===== src/rtl/vdic_pkg.sv =====
package vdic_pkg;
  localparam int DATA_W    = 8;
  localparam int ADDR_W    = 8;
  localparam int NUM_CHG   = 5;
  localparam int CHG_LSB   = 3;
  localparam logic [ADDR_W-1:0] REQ_ADDR  = 8'h06;
  localparam logic [ADDR_W-1:0] MASK_ADDR = 8'h07;

  typedef struct packed {
    logic [NUM_CHG-1:0] clrChg;
    logic               maskLoad;
    logic               selReq;
    logic               selMask;
  } ctrlStrb_t;
endpackage


===== src/rtl/vdic_ctrl.sv =====
module vdic_ctrl
  import vdic_pkg::*;
(
  input  logic              busWe,
  input  logic [ADDR_W-1:0] busAddr,
  input  logic [DATA_W-1:0] busWdata,
  output ctrlStrb_t         strb
);
  logic hitReq;
  logic hitMask;

  always_comb begin
    hitReq         = (busAddr == REQ_ADDR);
    hitMask        = (busAddr == MASK_ADDR);
    strb.selReq    = hitReq;
    strb.selMask   = hitMask;
    strb.maskLoad  = busWe && hitMask;
    strb.clrChg    = (busWe && hitReq) ? busWdata[CHG_LSB +: NUM_CHG] : '0;
  end
endmodule


===== src/rtl/vdic_dp.sv =====
module vdic_dp
  import vdic_pkg::*;
(
  input  logic               clk,
  input  logic               rstN,
  input  logic [NUM_CHG-1:0] evtIn,
  input  logic               eofIn,
  input  logic               dleIn,
  input  logic               davIn,
  input  logic [DATA_W-1:0]  busWdata,
  input  ctrlStrb_t          strb,
  output logic [DATA_W-1:0]  reqBits,
  output logic [DATA_W-1:0]  maskBits,
  output logic [DATA_W-1:0]  busRdata,
  output logic               irqOut
);
  logic [NUM_CHG-1:0] prevEvt;
  logic [NUM_CHG-1:0] chgSticky;
  logic               primed;

  always_ff @(posedge clk or negedge rstN) begin
    if (!rstN) begin
      prevEvt <= '0;
      primed  <= 1'b0;
    end else begin
      prevEvt <= evtIn;
      primed  <= 1'b1;
    end
  end

  for (genvar i = 0; i < NUM_CHG; i++) begin : g_chg
    logic evtEdge;
    assign evtEdge = primed && (evtIn[i] != prevEvt[i]);
    always_ff @(posedge clk or negedge rstN) begin
      if (!rstN) chgSticky[i] <= 1'b0;
      else       chgSticky[i] <= evtEdge || (chgSticky[i] && !strb.clrChg[i]);
    end
  end

  always_ff @(posedge clk or negedge rstN) begin
    if (!rstN)              maskBits <= '0;
    else if (strb.maskLoad) maskBits <= busWdata;
  end

  assign reqBits = {chgSticky, eofIn, dleIn, 1'b0};

  always_comb begin
    if (strb.selReq)       busRdata = reqBits;
    else if (strb.selMask) busRdata = maskBits;
    else                   busRdata = '0;
  end

  assign irqOut = (|(reqBits[DATA_W-1:1] & maskBits[DATA_W-1:1])) ||
                  (davIn && maskBits[0]);
endmodule


===== src/rtl/vid_irq_ctrl.sv =====
module vid_irq_ctrl
  import vdic_pkg::*;
(
  input  logic              clk,
  input  logic              rstN,
  input  logic              lockIn,
  input  logic              schActive,
  input  logic              xdsActive,
  input  logic              capActive,
  input  logic              txtActive,
  input  logic              eofIn,
  input  logic              dleIn,
  input  logic              davIn,
  input  logic              busWe,
  input  logic [ADDR_W-1:0] busAddr,
  input  logic [DATA_W-1:0] busWdata,
  output logic [DATA_W-1:0] busRdata,
  output logic              irqOut
);
  ctrlStrb_t          strb;
  logic [NUM_CHG-1:0] evtIn;
  logic [DATA_W-1:0]  reqBits;
  logic [DATA_W-1:0]  maskBits;

  assign evtIn = {txtActive, capActive, xdsActive, schActive, lockIn};

  vdic_ctrl u_ctrl (
    .busWe   (busWe),
    .busAddr (busAddr),
    .busWdata(busWdata),
    .strb    (strb)
  );

  vdic_dp u_dp (
    .clk     (clk),
    .rstN    (rstN),
    .evtIn   (evtIn),
    .eofIn   (eofIn),
    .dleIn   (dleIn),
    .davIn   (davIn),
    .busWdata(busWdata),
    .strb    (strb),
    .reqBits (reqBits),
    .maskBits(maskBits),
    .busRdata(busRdata),
    .irqOut  (irqOut)
  );
endmodule


===== config.mk =====
export PLATFORM = sky130hd
export DESIGN_NAME = vid_irq_ctrl
export DESIGN_NICKNAME = d
export VERILOG_FILES = /design/src/rtl/vdic_pkg.sv /design/src/rtl/vdic_ctrl.sv /design/src/rtl/vdic_dp.sv /design/src/rtl/vid_irq_ctrl.sv
export SDC_FILE = /design/constraint.sdc
export NUM_CORES = 1
export LEC_CHECK = 0
export BUFFER_PORTS_ARGS = -buffer_cell sky130_fd_sc_hd__buf_4
export CAP_MARGIN = 10
export CORE_UTILIZATION = 42
export DETAILED_ROUTE_END_ITERATION = 8
export PLACE_DENSITY = 0.77
export SYNTH_ARGS = -nofsm -noshare
export SYNTH_HDL_FRONTEND = slang
export SYNTH_SLANG_ARGS = --single-unit

===== constraint.sdc =====
create_clock -name clk -period 1 [get_ports clk]
set_clock_uncertainty 0.1 [all_clocks]
set_input_delay 0.1 -clock clk [delete_from_list [all_inputs] [get_ports clk]]
set_output_delay 0.1 -clock clk [all_outputs]
set_load 0.005 [all_outputs]

==> results of run 1 <==
Yosys cell counts:
library cell / n / area share [%]
a22o_1: 5 / 4.8
a22oi_1: 4 / 3.3
and4b_1: 1 / 1.1
buf_2: 1 / 0.55
clkbuf_1: 1 / 0.41
conb_1: 1 / 0.41
dfrtp_1: 19 / 52
mux2_2: 8 / 9.9
mux2i_1: 7 / 7.7
nand2_1: 1 / 0.41
nand3_4: 1 / 1.9
nand4_1: 1 / 0.69
nand4b_1: 5 / 4.8
nand4b_2: 1 / 1.6
nor2_1: 8 / 3.3
nor4_4: 1 / 2.3
xor2_1: 5 / 4.8
cells by family after synthesis:
| logic type | synth area share [%] |
|---|---|
| and+or+nand+nor | 16.16 |
| AOI/OAI and AO/OA | 8.082 |
| other | 0.4106 |
| xor gates and xnor gates | 4.794 |
| muxes | 17.53 |
| buffers and inverters | 0.9580 |
| DFF | 52.06 |
timing repair:
item	CTS	global route
pin swaps	4	4
buffers inserted	2	1
setup endpoints to repair	21	22
hold buffers	14	0
hold endpoints to repair	32	0
resized for setup	9	6
per-stage QoR:
step           total power, mW  setup TNS (ns)  setup WS (ns)
2_1_floorplan           0.9071          -3.626        -0.2313
3_3_place_gp             1.070          -6.953        -0.3658
3_5_place_dp             1.076          -7.629        -0.3998
4_1_cts                  1.531          -3.749        -0.4088
5_1_grt                  1.602          -5.114        -0.4645
6_report                 1.525          -3.925        -0.4067
cells in the final DEF (no fill, tap or decap), drive strengths merged, types with 3 or more instances in the layout:
master / instances
a22o: 5
a22oi: 4
buf: 51
clkbuf: 3
dfrtp: 19
dlygate4sd3: 14
mux2: 8
mux2i: 7
nand4b: 6
nor2: 8
xor2: 5
metal layers:
layer | wire length (microns) | share of wire [%] | vias up | global-route usage (%)
met5 | 0 | 0 | - | 0
met4 | 69 | 2.8 | 0 | 13.73
met3 | 127 | 5.1 | 7 | 2.516
met2 | 1238 | 50 | 34 | 37.73
met1 | 1039 | 42 | 413 | 28.92
li1 | - | - | 398 | -
worst max-delay path by stage:
stage                      from          endpoint  depth (start not counted)
6_report       u_dp.maskBits[7]       busRdata[7]                          4
5_1_grt         u_dp.reqBits[5]            irqOut                          3
4_1_cts         u_dp.reqBits[6]            irqOut                          3
3_5_place_dp         busAddr[7]  u_dp.maskBits[5]                          5
3_3_place_gp         busAddr[7]  u_dp.maskBits[5]                          5
2_1_floorplan        busAddr[7]  u_dp.maskBits[0]                          3
layout make-up:
type | count | area share, %
multi-input combinational | 49 | 29.82
timing repair buffer | 65 | 35.89
sequential | 19 | 30.38
tap | 27 | 2.158
clock buffer | 3 | 1.439
clock inverter | 1 | 0.3197
sequential cells by signal (all words and copies together), names as in the netlist:
| register | cells |
|---|---|
| u_dp.maskBits | 8 |
| u_dp.prevEvt | 5 |
| u_dp.primed | 1 |
| u_dp.reqBits | 5 |
power groups by stage:
stage | Sequential [mW] | Combinational [mW] | Clock (mW)
finish | 0.821 | 0.313 | 0.391
global route | 0.824 | 0.337 | 0.441
CTS | 0.817 | 0.305 | 0.410
detailed placement | 0.831 | 0.246 | 0
global placement | 0.830 | 0.240 | 0
floorplan | 0.826 | 0.0809 | 0
==> impl_metrics.env, run 1 <==
export IMPL_outcome="finished with violations"
export IMPL_violations="negative setup slack"
export IMPL_drt_wirelength_per_cell_microns=15.09
export IMPL_num_rows=16
export IMPL_required_ns=0.80
export IMPL_dieArea_sq_um=2365
export IMPL_syn2layout_area_growth_pct=71.37
export IMPL_cts_tree="yes"
export IMPL_power_leakage_nw=0.7441
export IMPL_n_antenna_cell=0
export IMPL_syn_area_sq_um=913.4
export IMPL_utilization_pct=78.19
export IMPL_fin_crit_ns=1.407
export IMPL_place_inst=144
export IMPL_fin_nets=165
export IMPL_fin_hold_ws_ns=0.09229
export IMPL_vdd_drop_max_mv=0.9896
export IMPL_placedInstanceArea_sq_um=1319
export IMPL_grt_pass1_wl_microns=4029
export IMPL_ys_seq_area_share_pct=52.05
export IMPL_period_share_pct=140.7
export IMPL_cp_start_kind="register"
export IMPL_synth_cell_type_count=17
export IMPL_grt_pass1_vias=902
export IMPL_start_util_pct=45.63
export IMPL_path_class="reg -> out"
export IMPL_clock_sinks=19
export IMPL_rsz0062_at_grt="true"
export IMPL_viasPerCell=5.195
export IMPL_end_kind="output port"
export IMPL_instances_no_fill=164
export IMPL_setup_ws_ns=-0.4067
export IMPL_clkPwrFrac_pct=25.6
export IMPL_nFillCells=144
export IMPL_power_density_nw_per_um2=974.2
export IMPL_hold_class="in -> async"
export IMPL_routed_via_count=852
export IMPL_hold_viol=0
export IMPL_cp_max_fo=2
export IMPL_slowest_delay_ns=0.43
export IMPL_cp_arrival_ns=1.21
export IMPL_crit_family="flip-flops"
export IMPL_r2r_end="u_dp.reqBits[3]"
export IMPL_clock_path_buffers=2
export IMPL_seqPwrFrac_pct=53.8
export IMPL_rrSetupSlack_ns=-0.06
export IMPL_pin_count=36
export IMPL_htree_levels=1
export IMPL_intPower_mw=1.145
export IMPL_p_sw_uw=379.8
export IMPL_ys_seq_elements=19
export IMPL_drc=0
export IMPL_antenna_found_initial=0
export IMPL_numCtsBuffers=3
export IMPL_maxCapViolations=0
export IMPL_path_clk_slew_ns=0.11
export IMPL_wl_microns=2475
export IMPL_antenna_left=0
export IMPL_fp_coreArea_sq_um=2002
export IMPL_crit_buf_inv=2
export IMPL_regArea_sq_um=475.5
export IMPL_drive_gt1_share_pct=52.55
export IMPL_p_comb_share_pct=20.5
export IMPL_ctsRootBufferMaster="clkbuf_4"
export IMPL_dp_hpwl_microns=1588
export IMPL_r2r_start="u_dp.reqBits[3]"
export IMPL_gp_congestion=0.7572
export IMPL_multiInputGateArea_sq_um=466.7
export IMPL_io_buffers=35
export IMPL_synth_fp_nets=97
export IMPL_r2r_cells=3
export IMPL_die_y_microns=48.64
export IMPL_netlist_instances=70
export IMPL_setup_viol_count_final=21
export IMPL_drtPass1Iterations=4
export IMPL_p_sw_share_pct=24.91
export IMPL_critical_path_cell_chain="buf_6 > mux2i_1 > nor2_1 > buf_4"
export IMPL_die_width_microns=48.64
export IMPL_slew_viol_final=0
export IMPL_grt_max_degree=20
export IMPL_grt_ovfl_total=0
export IMPL_clk_latency_ns=0.29
export IMPL_grt_usage_pct=22.93
export IMPL_drt_initial_drc_count=12
export IMPL_yosysWarningCount=0
export IMPL_postLayoutCellArea_sq_um=1565
export IMPL_cp_slowest_cell="dfrtp_1"
export IMPL_synth_area_per_cell_sq_um=13.05
export IMPL_fmax_mhz=710.9
(Power assumes the default switching activity.)
==> run 2: changes to the inputs <==
==> constraint.sdc (replaced) <==
create_clock -name clk -period 1 [get_ports clk]
set_clock_uncertainty 0.1 [all_clocks]
set_input_delay 0.1 -clock clk [delete_from_list [all_inputs] [get_ports clk]]
set_output_delay 0.1 -clock clk [all_outputs]
set_load 0.01 [all_outputs]
==> run 2 against run 1 <==
  * Flip-flop and latch count stayed put
  * Worst hold slack worse by 0.077 ns
  * Count of clock-buffer cells in the layout stayed put
  * Final area grew 0.16%
  * Largest power group unchanged
  * The flow still finishes with violations (negative setup slack)
  * Combinational power about the same
  * Wire length is 3.1% lower
==> impl_metrics.env, run 2 (synthesized netlist as in run 1, its figures left out) <==
export IMPL_outcome="finished with violations"
export IMPL_violations="negative setup slack"
export IMPL_end_kind="output port"
export IMPL_drt_initial_drc_count=6
export IMPL_intPower_mw=1.145
export IMPL_regMostFlops="u_dp.maskBits"
export IMPL_fmax_mhz=705.5
export IMPL_viasPerCell=5.153
export IMPL_gp_congestion=0.7584
export IMPL_fin_hold_ws_ns=0.01485
export IMPL_grt_ovfl_total=0
export IMPL_path_clk_slew_ns=0.12
export IMPL_final_cell_mix="buf_4, dfrtp_1, dlygate4sd3_1"
export IMPL_maxCapViolations=0
export IMPL_ctsRootBufferMaster="clkbuf_4"
export IMPL_vdd_drop_max_mv=1.004
export IMPL_slowest_delay_ns=0.43
export IMPL_wl_microns=2399
export IMPL_grt_pass1_wl_microns=4119
export IMPL_pin_count=36
export IMPL_p_sw_uw=378.9
export IMPL_hold_viol=0
export IMPL_place_inst=144
export IMPL_dp_worst_setup_slack_ns=-0.4028
export IMPL_clock_path_buffers=2
export IMPL_dieArea_sq_um=2365
export IMPL_io_buffers=35
export IMPL_seqPwrFrac_pct=53.9
export IMPL_grt_pass1_vias=885
export IMPL_drc=0
export IMPL_fin_nets=164
export IMPL_antenna_left=0
export IMPL_drtPass1Iterations=2
export IMPL_cp_slowest_cell="dfrtp_1"
export IMPL_period_share_pct=141.7
export IMPL_tns_ns=-3.840
export IMPL_n_antenna_cell=0
export IMPL_syn2layout_area_growth_pct=71.64
export IMPL_path_class="reg -> out"
export IMPL_p_comb_share_pct=20.5
export IMPL_rsz0062_at_grt="true"
export IMPL_hold_class="in -> reg"
export IMPL_clock_sinks=19
export IMPL_final_common_cell="buf_4"
export IMPL_die_width_microns=48.64
export IMPL_power_leakage_nw=0.7491
export IMPL_clk_latency_ns=0.30
export IMPL_antenna_found_initial=0
export IMPL_setup_ws_ns=-0.4175
export IMPL_drt_wirelength_per_cell_microns=14.72
export IMPL_num_rows=16
export IMPL_power_density_nw_per_um2=972.1
export IMPL_nFillCells=137
export IMPL_slew_viol_final=0
export IMPL_fp_coreArea_sq_um=2002
export IMPL_grt_max_degree=20
export IMPL_cts_tree="yes"
export IMPL_cp_max_fo=2
export IMPL_instances_no_fill=163
export IMPL_cp_arrival_ns=1.22
export IMPL_grt_usage_pct=23.30
export IMPL_start_util_pct=45.63
export IMPL_cp_start_kind="register"
export IMPL_fin_crit_ns=1.417
export IMPL_htree_levels=1
export IMPL_numCtsBuffers=3
export IMPL_critical_path_cell_chain="buf_6 > mux2i_1 > nor2_1 > buf_4"
export IMPL_largest_reg_flops=8
export IMPL_routed_via_count=840
export IMPL_dp_hpwl_microns=1599
export IMPL_clkPwrFrac_pct=25.6
export IMPL_setup_viol_count_final=21
export IMPL_p_sw_share_pct=24.86
export IMPL_die_y_microns=48.64
export IMPL_required_ns=0.80
export IMPL_drive_gt1_share_pct=52.21
[run 2: power groups by stage]
stage                     Combinational, mW  Sequential (mW)  Clock (mW)
after floorplan                      0.0851            0.826           0
after global placement                0.244            0.830           0
after detailed placement              0.250            0.831           0
after CTS                             0.307            0.818       0.393
after global routing                  0.338            0.824       0.430
final                                 0.313            0.821       0.390
[run 2: through the flow]
| stage | area [sq um] | util, % | power [mW] |
|---|---|---|---|
| 6_report | 1568 | 78.31 | 1.524 |
| 3_3_place_gp | 1319 | 65.88 | 1.074 |
| 2_1_floorplan | 913.4 | - | 0.9113 |
| 4_1_cts | 1540 | 76.94 | 1.518 |
| 3_5_place_dp | 1319 | 65.88 | 1.081 |
| 5_1_grt | 1568 | 78.31 | 1.593 |
[run 2: final cells by class]
type                    count  area (sq um)  area share (%)
repair buffers             64         564.3           35.99
clock inverters             1         5.005          0.3192
clock buffers               3         22.52           1.437
well taps                  27         33.78           2.155
multi-input cells          49         466.7           29.77
flip-flops and latches     19         475.5           30.33
[run 2: critical path: cells and delay by family (launching register included)]
family / cells / cell delay [ns]
buf+inv: 2 / 0.27
flops: 1 / 0.43
mux: 1 / 0.16
simple gates: 1 / 0.06
[run 2: final timing paths]
| path | start | to | slack, ns | depth (start not counted) |
|---|---|---|---|---|
| max in group asynchronous | rstN | u_dp.prevEvt[4] | 0.49 | 2 |
| hold reg to reg | u_dp.maskBits[2] | u_dp.maskBits[2] | 0.48 | 1 |
| setup reg to reg | u_dp.reqBits[3] | u_dp.reqBits[3] | -0.07 | 3 |
| min in group asynchronous | rstN | u_dp.prevEvt[0] | 0.09 | 2 |
| setup / recovery | u_dp.maskBits[7] | busRdata[7] | -0.42 | 4 |
| hold / removal | schActive | u_dp.prevEvt[1] | 0.01 | 2 |
[run 2: layer usage]
layer | part of all wire, % | global-route usage, % | up-vias | wire length (microns)
met5 | 0 | 0 | - | 0
met4 | 0.79 | 7.353 | 0 | 19
met3 | 4.1 | 4.088 | 2 | 99
met2 | 53 | 41.90 | 24 | 1275
met1 | 42 | 28.02 | 420 | 1005
li1 | - | - | 394 | -
[run 2: timing repair]
item / in CTS / in global routing
hold endpoints to repair: 32 / 0
buffers inserted: 2 / 1
pin swaps: 6 / 8
endpoints found under the setup margin: 21 / 22
resized for setup: 11 / 7
hold buffers: 14 / 0
